[src/rtl/fo_pkg.sv]
package fo_pkg;

  typedef enum logic {
    SEL_AE = 1'b0,
    SEL_AF = 1'b1
  } ofs_sel_e;

  // Offset loaded by master reset for a given load-select level.
  function automatic int unsigned default_offset(input logic load_sel);
    return load_sel ? 32'd1023 : 32'd127;
  endfunction

  // Serial frame position to target register: true for almost-full half.
  function automatic logic frame_in_af(input int unsigned pos, input int unsigned w);
    return pos >= w;
  endfunction

  // Serial frame position to bit index within its register.
  function automatic int unsigned frame_bit(input int unsigned pos, input int unsigned w);
    return (pos >= w) ? pos - w : pos;
  endfunction

endpackage

[src/rtl/fo_cfg_latch.sv]
module fo_cfg_latch (
  input  logic clk,
  input  logic mrst_n,
  input  logic prst_n,
  input  logic cfg_sel,
  input  logic mode_si,
  output logic ser_method,
  output logic fwft_mode
);

  always_ff @(posedge clk) begin
    if (!mrst_n) begin
      ser_method <= cfg_sel;
      fwft_mode  <= mode_si;
    end
  end

  // outside master reset the latched settings never move.
  assert_cfg_kept_R10: assert property (@(posedge clk) disable iff (!mrst_n)
    1'b1 |=> $stable(ser_method) && $stable(fwft_mode));

  assert_mode_latch_R3: assert property (@(posedge clk) disable iff (!prst_n)
    !mrst_n |=> fwft_mode == $past(mode_si));

endmodule

[src/rtl/fo_par_port.sv]
module fo_par_port
  import fo_pkg::*;
#(
  parameter int OFS_W  = 13,
  parameter int DATA_W = 18
) (
  input  logic              clk,
  input  logic              mrst_n,
  input  logic              prst_n,
  input  logic              run,
  input  logic              ser_method,
  input  logic              par_wr,
  input  logic              par_rd,
  input  logic [OFS_W-1:0]  ae_q,
  input  logic [OFS_W-1:0]  af_q,
  output logic              wr_ae,
  output logic              wr_af,
  output logic [DATA_W-1:0] rd_data
);

  ofs_sel_e ptr;
  logic     wr_ok;
  logic     rd_ok;
  logic     step;
  logic [OFS_W-1:0] rd_pick;

  assign wr_ok   = run && par_wr && !ser_method;
  assign rd_ok   = run && par_rd && !wr_ok;
  assign step    = wr_ok || rd_ok;
  assign wr_ae   = wr_ok && (ptr == SEL_AE);
  assign wr_af   = wr_ok && (ptr == SEL_AF);
  assign rd_pick = (ptr == SEL_AF) ? af_q : ae_q;

  always_ff @(posedge clk) begin
    if (!mrst_n || !prst_n) begin
      ptr     <= SEL_AE;
      rd_data <= '0;
    end else begin
      if (step) ptr <= (ptr == SEL_AE) ? SEL_AF : SEL_AE;
      if (rd_ok) rd_data <= DATA_W'(rd_pick);
    end
  end

  // each accepted access moves the pointer exactly one register.
  assert_ptr_step_R8: assert property (@(posedge clk) disable iff (!mrst_n || !prst_n)
    step |=> ptr != $past(ptr));

  // a refused write leaves the pointer where it was.
  assert_ptr_hold_R7: assert property (@(posedge clk) disable iff (!mrst_n || !prst_n)
    (ser_method && par_wr && !par_rd) |=> $stable(ptr));

  // a write sharing the edge with a read keeps the read data.
  assert_wr_over_rd_R9: assert property (@(posedge clk) disable iff (!mrst_n || !prst_n)
    (wr_ok && par_rd) |=> $stable(rd_data));

endmodule

[src/rtl/fo_ser_port.sv]
module fo_ser_port
  import fo_pkg::*;
#(
  parameter int OFS_W = 13,
  localparam int FRAME = 2 * OFS_W,
  localparam int CW    = $clog2(FRAME),
  localparam int IW    = $clog2(OFS_W)
) (
  input  logic          clk,
  input  logic          mrst_n,
  input  logic          prst_n,
  input  logic          run,
  input  logic          ser_method,
  input  logic          ser_en,
  output logic          shift_ok,
  output logic          shift_af,
  output logic [IW-1:0] shift_idx
);

  localparam logic [CW-1:0] LAST = CW'(FRAME - 1);

  logic [CW-1:0] pos;
  logic          at_last;

  assign shift_ok  = run && ser_en && ser_method;
  assign at_last   = (pos == LAST);
  assign shift_af  = frame_in_af(32'(pos), OFS_W);
  assign shift_idx = IW'(frame_bit(32'(pos), OFS_W));

  always_ff @(posedge clk) begin
    if (!mrst_n || !prst_n) begin
      pos <= '0;
    end else if (shift_ok) begin
      pos <= at_last ? '0 : pos + 1'b1;
    end
  end

  // the frame position wraps to zero after its last bit.
  assert_frame_wrap_R6: assert property (@(posedge clk) disable iff (!mrst_n || !prst_n)
    (shift_ok && at_last) |=> pos == '0);

  // the parallel method never advances the serial position.
  assert_no_shift_R5: assert property (@(posedge clk) disable iff (!mrst_n || !prst_n)
    !ser_method |=> $stable(pos));

endmodule

[src/rtl/fo_store.sv]
module fo_store
  import fo_pkg::*;
#(
  parameter int OFS_W = 13,
  localparam int IW = $clog2(OFS_W)
) (
  input  logic             clk,
  input  logic             mrst_n,
  input  logic             prst_n,
  input  logic             cfg_sel,
  input  logic             wr_ae,
  input  logic             wr_af,
  input  logic [OFS_W-1:0] wr_val,
  input  logic             shift_ok,
  input  logic             shift_af,
  input  logic [IW-1:0]    shift_idx,
  input  logic             shift_bit,
  output logic [OFS_W-1:0] ae_q,
  output logic [OFS_W-1:0] af_q
);

  logic [OFS_W-1:0] dflt;

  assign dflt = OFS_W'(default_offset(cfg_sel));

  always_ff @(posedge clk) begin
    if (!mrst_n) begin
      ae_q <= dflt;
      af_q <= dflt;
    end else begin
      if (wr_ae) ae_q <= wr_val;
      if (wr_af) af_q <= wr_val;
      if (shift_ok) begin
        if (shift_af) af_q[shift_idx] <= shift_bit;
        else          ae_q[shift_idx] <= shift_bit;
      end
    end
  end

  // low load select at master reset gives 127 in both registers.
  assert_dflt_low_R1: assert property (@(posedge clk) disable iff (!prst_n && mrst_n)
    (!mrst_n && !cfg_sel) |=> (ae_q == OFS_W'(127)) && (af_q == OFS_W'(127)));

  // high load select at master reset gives 1023 in both registers.
  assert_dflt_high_R2: assert property (@(posedge clk) disable iff (!prst_n && mrst_n)
    (!mrst_n && cfg_sel) |=> (ae_q == OFS_W'(1023)) && (af_q == OFS_W'(1023)));

  // partial reset alone keeps both offsets.
  assert_prst_keep_R10: assert property (@(posedge clk) disable iff (!mrst_n)
    !prst_n |=> $stable(ae_q) && $stable(af_q));

endmodule

[src/rtl/flag_offset_regs.sv]
module flag_offset_regs
  import fo_pkg::*;
#(
  parameter int OFS_W  = 13,
  parameter int DATA_W = 18,
  localparam int IW = $clog2(OFS_W)
) (
  input  logic              clk,
  input  logic              mrst_n,
  input  logic              prst_n,
  input  logic              cfg_sel,
  input  logic              mode_si,
  input  logic              ser_en,
  input  logic              par_wr,
  input  logic              par_rd,
  input  logic [DATA_W-1:0] wr_data,
  output logic [DATA_W-1:0] rd_data,
  output logic [OFS_W-1:0]  ae_ofs,
  output logic [OFS_W-1:0]  af_ofs,
  output logic              fwft_mode
);

  logic          run;
  logic          ser_method;
  logic          wr_ae;
  logic          wr_af;
  logic          shift_ok;
  logic          shift_af;
  logic [IW-1:0] shift_idx;

  assign run = mrst_n && prst_n;

  fo_cfg_latch u_cfg (
    .clk        (clk),
    .mrst_n     (mrst_n),
    .prst_n     (prst_n),
    .cfg_sel    (cfg_sel),
    .mode_si    (mode_si),
    .ser_method (ser_method),
    .fwft_mode  (fwft_mode)
  );

  fo_par_port #(.OFS_W(OFS_W), .DATA_W(DATA_W)) u_par (
    .clk        (clk),
    .mrst_n     (mrst_n),
    .prst_n     (prst_n),
    .run        (run),
    .ser_method (ser_method),
    .par_wr     (par_wr),
    .par_rd     (par_rd),
    .ae_q       (ae_ofs),
    .af_q       (af_ofs),
    .wr_ae      (wr_ae),
    .wr_af      (wr_af),
    .rd_data    (rd_data)
  );

  fo_ser_port #(.OFS_W(OFS_W)) u_ser (
    .clk        (clk),
    .mrst_n     (mrst_n),
    .prst_n     (prst_n),
    .run        (run),
    .ser_method (ser_method),
    .ser_en     (ser_en),
    .shift_ok   (shift_ok),
    .shift_af   (shift_af),
    .shift_idx  (shift_idx)
  );

  fo_store #(.OFS_W(OFS_W)) u_store (
    .clk        (clk),
    .mrst_n     (mrst_n),
    .prst_n     (prst_n),
    .cfg_sel    (cfg_sel),
    .wr_ae      (wr_ae),
    .wr_af      (wr_af),
    .wr_val     (wr_data[OFS_W-1:0]),
    .shift_ok   (shift_ok),
    .shift_af   (shift_af),
    .shift_idx  (shift_idx),
    .shift_bit  (mode_si),
    .ae_q       (ae_ofs),
    .af_q       (af_ofs)
  );

  // serial traffic in the parallel method leaves the offsets alone.
  assert_ser_ignored_R5: assert property (@(posedge clk) disable iff (!mrst_n || !prst_n)
    (!ser_method && ser_en && !par_wr) |=> $stable(ae_ofs) && $stable(af_ofs));

  // parallel writes in the serial method leave the offsets alone.
  assert_par_ignored_R7: assert property (@(posedge clk) disable iff (!mrst_n || !prst_n)
    (ser_method && par_wr && !ser_en) |=> $stable(ae_ofs) && $stable(af_ofs));

  // master reset wins over a simultaneous partial reset.
  assert_mrst_wins_R11: assert property (@(posedge clk) disable iff (1'b0)
    (!mrst_n && !prst_n) |=> ser_method == $past(cfg_sel));

endmodule

[config.mk]
export PLATFORM = sky130hd
export DESIGN_NAME = flag_offset_regs
export DESIGN_NICKNAME = d
export VERILOG_FILES = /design/src/rtl/fo_pkg.sv /design/src/rtl/fo_cfg_latch.sv /design/src/rtl/fo_par_port.sv /design/src/rtl/fo_ser_port.sv /design/src/rtl/fo_store.sv /design/src/rtl/flag_offset_regs.sv
export SDC_FILE = /design/constraint.sdc
export NUM_CORES = 1
export LEC_CHECK = 0
export ABC_AREA = 1
export BUFFER_PORTS_ARGS = -buffer_cell sky130_fd_sc_hd__buf_2
export CAP_MARGIN = 25
export CORE_MARGIN = 4
export CORE_UTILIZATION = 54
export DETAILED_ROUTE_END_ITERATION = 6
export HOLD_SLACK_MARGIN = 0.08
export MAX_ROUTING_LAYER = met4
export PLACE_DENSITY = 0.78
export SLEW_MARGIN = 20
export SYNTH_ARGS = -nofsm -noshare
export SYNTH_HDL_FRONTEND = slang
export SYNTH_SLANG_ARGS = --single-unit
[constraint.sdc]
create_clock -name clk -period 1.9 [get_ports clk]
set_input_delay 0.095 -clock clk [delete_from_list [all_inputs] [get_ports clk]]
set_output_delay 0.095 -clock clk [all_outputs]
set_load 0.01 [all_outputs]
=== After elaboration in Yosys (flattened, before gate mapping) ===
Cells that the tools add are included.

* Register bits after elaboration: 47
* Word-level logic and storage cells: 49

* Add/sub/neg operators: 2
* $lt $le $gt $ge: 3
* Equality and inequality tests: 1
* Multiplexer cells: 19
* Bitwise logic cells: 1
* Reductions and logical operators: 16

{| class="wikitable"
|+ Operators by type and width
! operator !! number
|-
| 13-bit two-way mux || 11
|-
| 13-bit bitwise mux || 2
|-
| 1-bit logical AND || 10
|-
| 10-bit two-way mux || 1
|-
| 5-bit by 1-bit adder with 5-bit output (second input constant) || 1
|-
| 5-bit equality test (second input constant) || 1
|-
| 5-bit by 4-bit >= comparator with 1-bit output (second input constant) || 1
|-
| 4-bit by 5-bit < comparator with 1-bit output (second input constant) || 1
|-
| 5-bit two-way mux || 1
|-
| 1-bit demux with 4-bit select || 1
|-
| 4-bit by 1-bit >= comparator with 1-bit output (second input constant) || 1
|-
| 1-bit logical NOT || 4
|-
| 4-bit two-way mux || 1
|-
| 4-bit subtractor (second input constant) || 1
|-
| 1-bit logical OR || 2
|-
| 1-bit two-way mux || 2
|-
| 1-bit inverter || 1
|}

=== Logic depth before layout (Yosys ltp) ===
* Depth after elaboration: 10
* Mapped depth: 14
* Gate-level depth less buffers: 14

=== Hierarchy ===
A second synthesis with hierarchy kept.

* Cells, all modules: 468
* Area total of the unflattened synthesis: 2805.2 µm²

{| class="wikitable"
|+ By module, submodules not included
! module !! instances !! cells an instance !! area an instance (µm²)
|-
| fo_store || 1 || 255 || 1503.9
|-
| fo_par_port || 1 || 144 || 817.0
|-
| fo_ser_port || 1 || 64 || 412.9
|-
| fo_cfg_latch || 1 || 3 || 63.8
|-
| flag_offset_regs || 1 || 2 || 7.5
|}

=== Worst setup path before layout ===
No wires, ideal clock.

* Path type: reg-to-reg
* From: reg u_ser.pos[1]
* To: reg u_store.ae_q[1]
* Setup time: 0.134 ns
* Data arrival time: 1.500 ns
* Path slack: 0.267 ns
* Stages on the path, launching flop included: 13
* Buffers on the path: 0
* Period minus slack after synthesis: 1.633 ns
* Cells stage by stage: dfxtp_1 inv_2 ha_1 nand3_4 nand3_4 nand2_1 nand2_2 nor2_4 inv_2 nor2_4 nand2_1 nand2_1 nand3_1

* Word-level cells in the longest chain between the ends: 10
* Elaborated cells between the ends (all ways): 12

{| class="wikitable"
|+ RTL lines
! item !! line !! text
|-
| from (decl) || fo_ser_port.sv:22 || <nowiki>logic [CW-1:0] pos;</nowiki>
|-
| from (signal assigned) || fo_ser_port.sv:34 || <nowiki>pos <= at_last ? '0 : pos + 1'b1;</nowiki>
|-
| 4-bit subtractor or 5-bit by 4-bit >= comparator with 1-bit output (tied branches) || fo_pkg.sv:20, fo_pkg.sv:15 ||
|-
| 4-bit two-way mux || fo_pkg.sv:20 || <nowiki>return (pos >= w) ? pos - w : pos;</nowiki>
|-
| 4-bit by 5-bit < comparator with 1-bit output (not written as such) or 4-bit by 1-bit >= comparator with 1-bit output (tied branches) || fo_store.sv:35 || <nowiki>else ae_q[shift_idx] <= shift_bit;</nowiki>
|-
| 1-bit logical AND (not written as such) || fo_store.sv:35 ||
|-
| 1-bit two-way mux (not written as such) || fo_store.sv:35 ||
|-
| 1-bit demux with 4-bit select || -- ||
|-
| 13-bit bitwise mux || fo_store.sv:35 ||
|-
| 13-bit two-way mux * || fo_store.sv:34 || <nowiki>if (shift_af) af_q[shift_idx] <= shift_bit;</nowiki>
|-
| 13-bit two-way mux * || fo_store.sv:33 || <nowiki>if (shift_ok) begin</nowiki>
|-
| 13-bit two-way mux * || fo_store.sv:27 || <nowiki>if (!mrst_n) begin</nowiki>
|-
| to (signal assigned) || fo_store.sv:28 || <nowiki>ae_q <= dflt;</nowiki>
|-
| to (signal assigned) || fo_store.sv:31 || <nowiki>if (wr_ae) ae_q <= wr_val;</nowiki>
|-
| to (signal, indexed assignment) || fo_store.sv:35 ||
|-
| to (decl) || fo_store.sv:18 || <nowiki>output logic [OFS_W-1:0] ae_q,</nowiki>
|}

Mark *: on every way between the ends. The rest lies on a longest branch, timed or not.
A chain may end at the register's enable or synchronous reset.

=== Worst setup path in the final report ===
* From: reg u_ser.pos[0]
* To: reg u_store.af_q[7]

* Word-level cells in the longest chain between the ends: 10
* Elaborated cells between the ends (all ways): 12

{| class="wikitable"
|+ RTL lines
! item !! line !! text
|-
| 4-bit subtractor or 5-bit by 4-bit >= comparator with 1-bit output (tied branches) || fo_pkg.sv:20, fo_pkg.sv:15 ||
|-
| 4-bit two-way mux || fo_pkg.sv:20 ||
|-
| 4-bit by 5-bit < comparator with 1-bit output (not written as such) or 4-bit by 1-bit >= comparator with 1-bit output (tied branches) || fo_store.sv:34 ||
|-
| 1-bit logical AND (not written as such) || fo_store.sv:34 ||
|-
| 1-bit two-way mux (not written as such) || fo_store.sv:34 ||
|-
| 1-bit demux with 4-bit select || -- ||
|-
| 13-bit bitwise mux || fo_store.sv:34 ||
|-
| 13-bit two-way mux * || fo_store.sv:34 ||
|-
| 13-bit two-way mux * || fo_store.sv:33 ||
|-
| 13-bit two-way mux * || fo_store.sv:27 ||
|-
| to (signal assigned) || fo_store.sv:29 || <nowiki>af_q <= dflt;</nowiki>
|-
| to (signal assigned) || fo_store.sv:32 || <nowiki>if (wr_af) af_q <= wr_val;</nowiki>
|-
| to (signal, indexed assignment) || fo_store.sv:34 ||
|-
| to (decl) || fo_store.sv:19 || <nowiki>output logic [OFS_W-1:0] af_q</nowiki>
|}

Marked as above.

==> reports/metrics.yaml <==
status: "finished clean"
dp_cells: 558
initial_core_util: 0.568
multi_input_area_um2: 1720
wl_um: 7060
power.density_nw_per_um2: 567
crit_buf_inv: 1
leakage_nw: 1.80
utilization: 0.655
clkLatencyLatePin_ns: 0.31
synth-compound-area-share: 0.0953
grt_max_degree: 28
viasPerCell: 5.05
async_flop_share: 0
dr.pass1.iters: 5
clock-sinks: 47
crit_chain: "inv_2, ha_1, xnor2_2, nand2_2, nand2_2, nand2_2, nor2_1, nand3_1, nand3_1, nand2_1"
syn2layout_area_growth_pct: 15.4
clockBufferDepth: 2
ir_worst_vdd_uv: 275
maxSlewViolCount: 0
io_pins: 71
critical_path_class: "reg -> reg"
rsz0062_at_grt: "no"
grtUsageTotal: 0.226
ys_dominant_reg_cell: "dfxtp_1"
num_rows: 26
slowest_stage: "dfxtp_2"
die_y_um: 82.0
dp_hpwl_um: 5110
finalSetupViolCount: 0
yosys_register_bits: 47
hold_viol_final: 0
worst_hold_slack_ns: 0.0926
place_congestion: 0.914
hold_class: "in -> reg"
final_cells: 569
cts_buffers: 5
worstMarginPinSlew_ns: 0.497
wire_per_inst_um: 12.4
grt_first_pass_wirelength_um: 11600
clk_pin_slew_worst_paths_ns: 0.09
ant_nets: 0
synth-adder-area-share: 0.0127
period_share: 0.919
crit_top_cell: "nand2_2"
synthDistinctLibCells: 33
cts_tree: "yes"
critPathMaxFanout: 6
synthCells: 440
overflow: 0
routed-via-count: 2876
first_global_vias: 2625
die_w_um: 82.0
endpoint_kind: "flip-flop"
clock_skew_ns: 0.00702
portBuffers: 60
cp.arrival_ns: 1.94
synth-xor-area-share: 0.00593
critPathTopFamily: "simple AND/OR/NAND/NOR gates"
synth_top_family_by_area: "simple AND/OR/NAND/NOR gates"
drtIter0Drc: 161
slowest_delay_ns: 0.41
cp.required_ns: 2.10
design_area_um2: 3410
final_nets: 527
area.sequential_um2: 963
synth.avg_cell_area_um2: 6.72
drt_drc_violations_left: 0
fmax_ghz: 0.573
diodes: 0
yosysSeqAreaShare: 0.325
core_area_um2: 5200
drive_gt1_frac: 0.257
setup_tns_ns: 0
antenna_found_initial: 0
dieArea_um2: 6720
maxSlewHeadroom: 0.665
htree_num_levels: 2
cts_setup_buffers: 0
netlist_area_um2: 2960
fill_cells: 490
yosys.area_share.simple: 0.438
cap_viol_max_count: 0
timing.final.crit_period_ns: 1.75
start_kind: "flip-flop"
placed_area_um2: 3240
synth.area.mux_share: 0.00339
synth-edff-count: 2
cts_root_buf: "clkbuf_8"
yosysWarnings: 0
## sequential cells by signal, summed over array words and instances (netlist names)
signal	flops
u_cfg.fwft_mode	1
u_par.ptr	1
u_store.af_q	13
u_cfg.ser_method	1
u_store.ae_q	13
u_ser.pos	5
u_par.rd_data	13
## kinds of logic (layout without fill, tap and decap cells)
| kind of cell | Yosys count | after routing |
|---|---|---|
| flip-flops | 47 | 47 |
| buffers and inverters | 68 | 121 |
| other | 1 | 5 |
| XOR/XNOR | 2 | 2 |
| AO/OA/AOI/OAI | 53 | 53 |
| AND/OR/NAND/NOR | 265 | 267 |
| adder cells (fa/ha/maj) | 3 | 3 |
| multiplexers | 1 | 1 |
## synthesized netlist by cell type (all sizes together), types with 2 or more instances
cell type    n  area [um2]
o31ai        2        15.0
buf         21         166
nor2        43         238
clkbuf       4        15.0
nand4       10        68.8
dfxtp       45         901
inv         42         163
o21ai       37         185
nor3         3        15.0
edfxtp       2        60.1
nand3       50         275
ha           3        37.5
a31oi        9        56.3
a21oi        5        25.0
nand2      158         691
## worst min-delay path, cell delays in order
cell and delay [ns]:
buf_2 0.11, nand2_4 0.10, a21oi_1 0.05
## metal layers
layer  global-route usage  routed length [um]  vias up  part of all wire
met5                    -                   0        -                 0
met2                0.383                3380       81              0.48
met1                0.273                3200     1270              0.45
li1                     -                   -     1515                 -
met4               0.0814                  80        0             0.011
met3               0.0329                 405       10             0.057
## power breakdown
group	internal [mW]	switching (mW)	total, mW
logic	0.0861	0.150	0.236
clock network	0.299	0.351	0.650
registers	1.02	0.0238	1.05
## area by class of cell
cell class,instances,share of cell area
Multi-Input combinational cell,331,0.504
Sequential cell,47,0.283
Timing Repair Buffer,70,0.111
Inverter,43,0.0492
Tap cell,70,0.0257
Clock buffer,7,0.0253
Clock inverter,1,0.00257
## timing repair
item / 4_1_cts / 5_1_grt
endpoints found under the hold margin: 1 / 0
hold buffers: 1 / 0
setup endpoints to repair: 0 / 28
gates resized for setup: 0 / 9
## path summary, 6_finish.rpt
path,from,endpoint,slack [ns],cells after the start
max,u_ser.pos[0],u_store.af_q[7],0.15,10
min,prst_n,u_par.ptr,0.09,3
max reg2reg,u_ser.pos[0],u_store.af_q[7],0.15,10
min reg2reg,u_par.rd_data[1],u_par.rd_data[1],0.49,2
## through the flow
step	worst slack, ns	power [mW]
finish	0.154	1.93
global route	0.0127	2.03
CTS	0.0173	1.95
detailed placement	0.0435	1.30
global placement	0.0940	1.30
floorplan	0.267	1.23
## cells in the final DEF, fill, tap and decap left out, drive strengths merged
cell type / netlist / layout
nor2: 43 / 43
nand3: 50 / 52
mux2i: 1 / 1
buf: 21 / 69
xor2: 1 / 1
nor3: 3 / 3
nand2: 158 / 158
o21ai: 37 / 37
inv: 42 / 42
o31ai: 2 / 2
a31oi: 9 / 9
clkinv: 1 / 2
conb: 1 / 5
edfxtp: 2 / 2
ha: 3 / 3
nor3b: 1 / 1
nand4: 10 / 10
xnor2: 1 / 1
clkbuf: 4 / 7
dlygate4sd3: 0 / 1
dfxtp: 45 / 45
a21oi: 5 / 5
(Power assumes the default switching activity.)
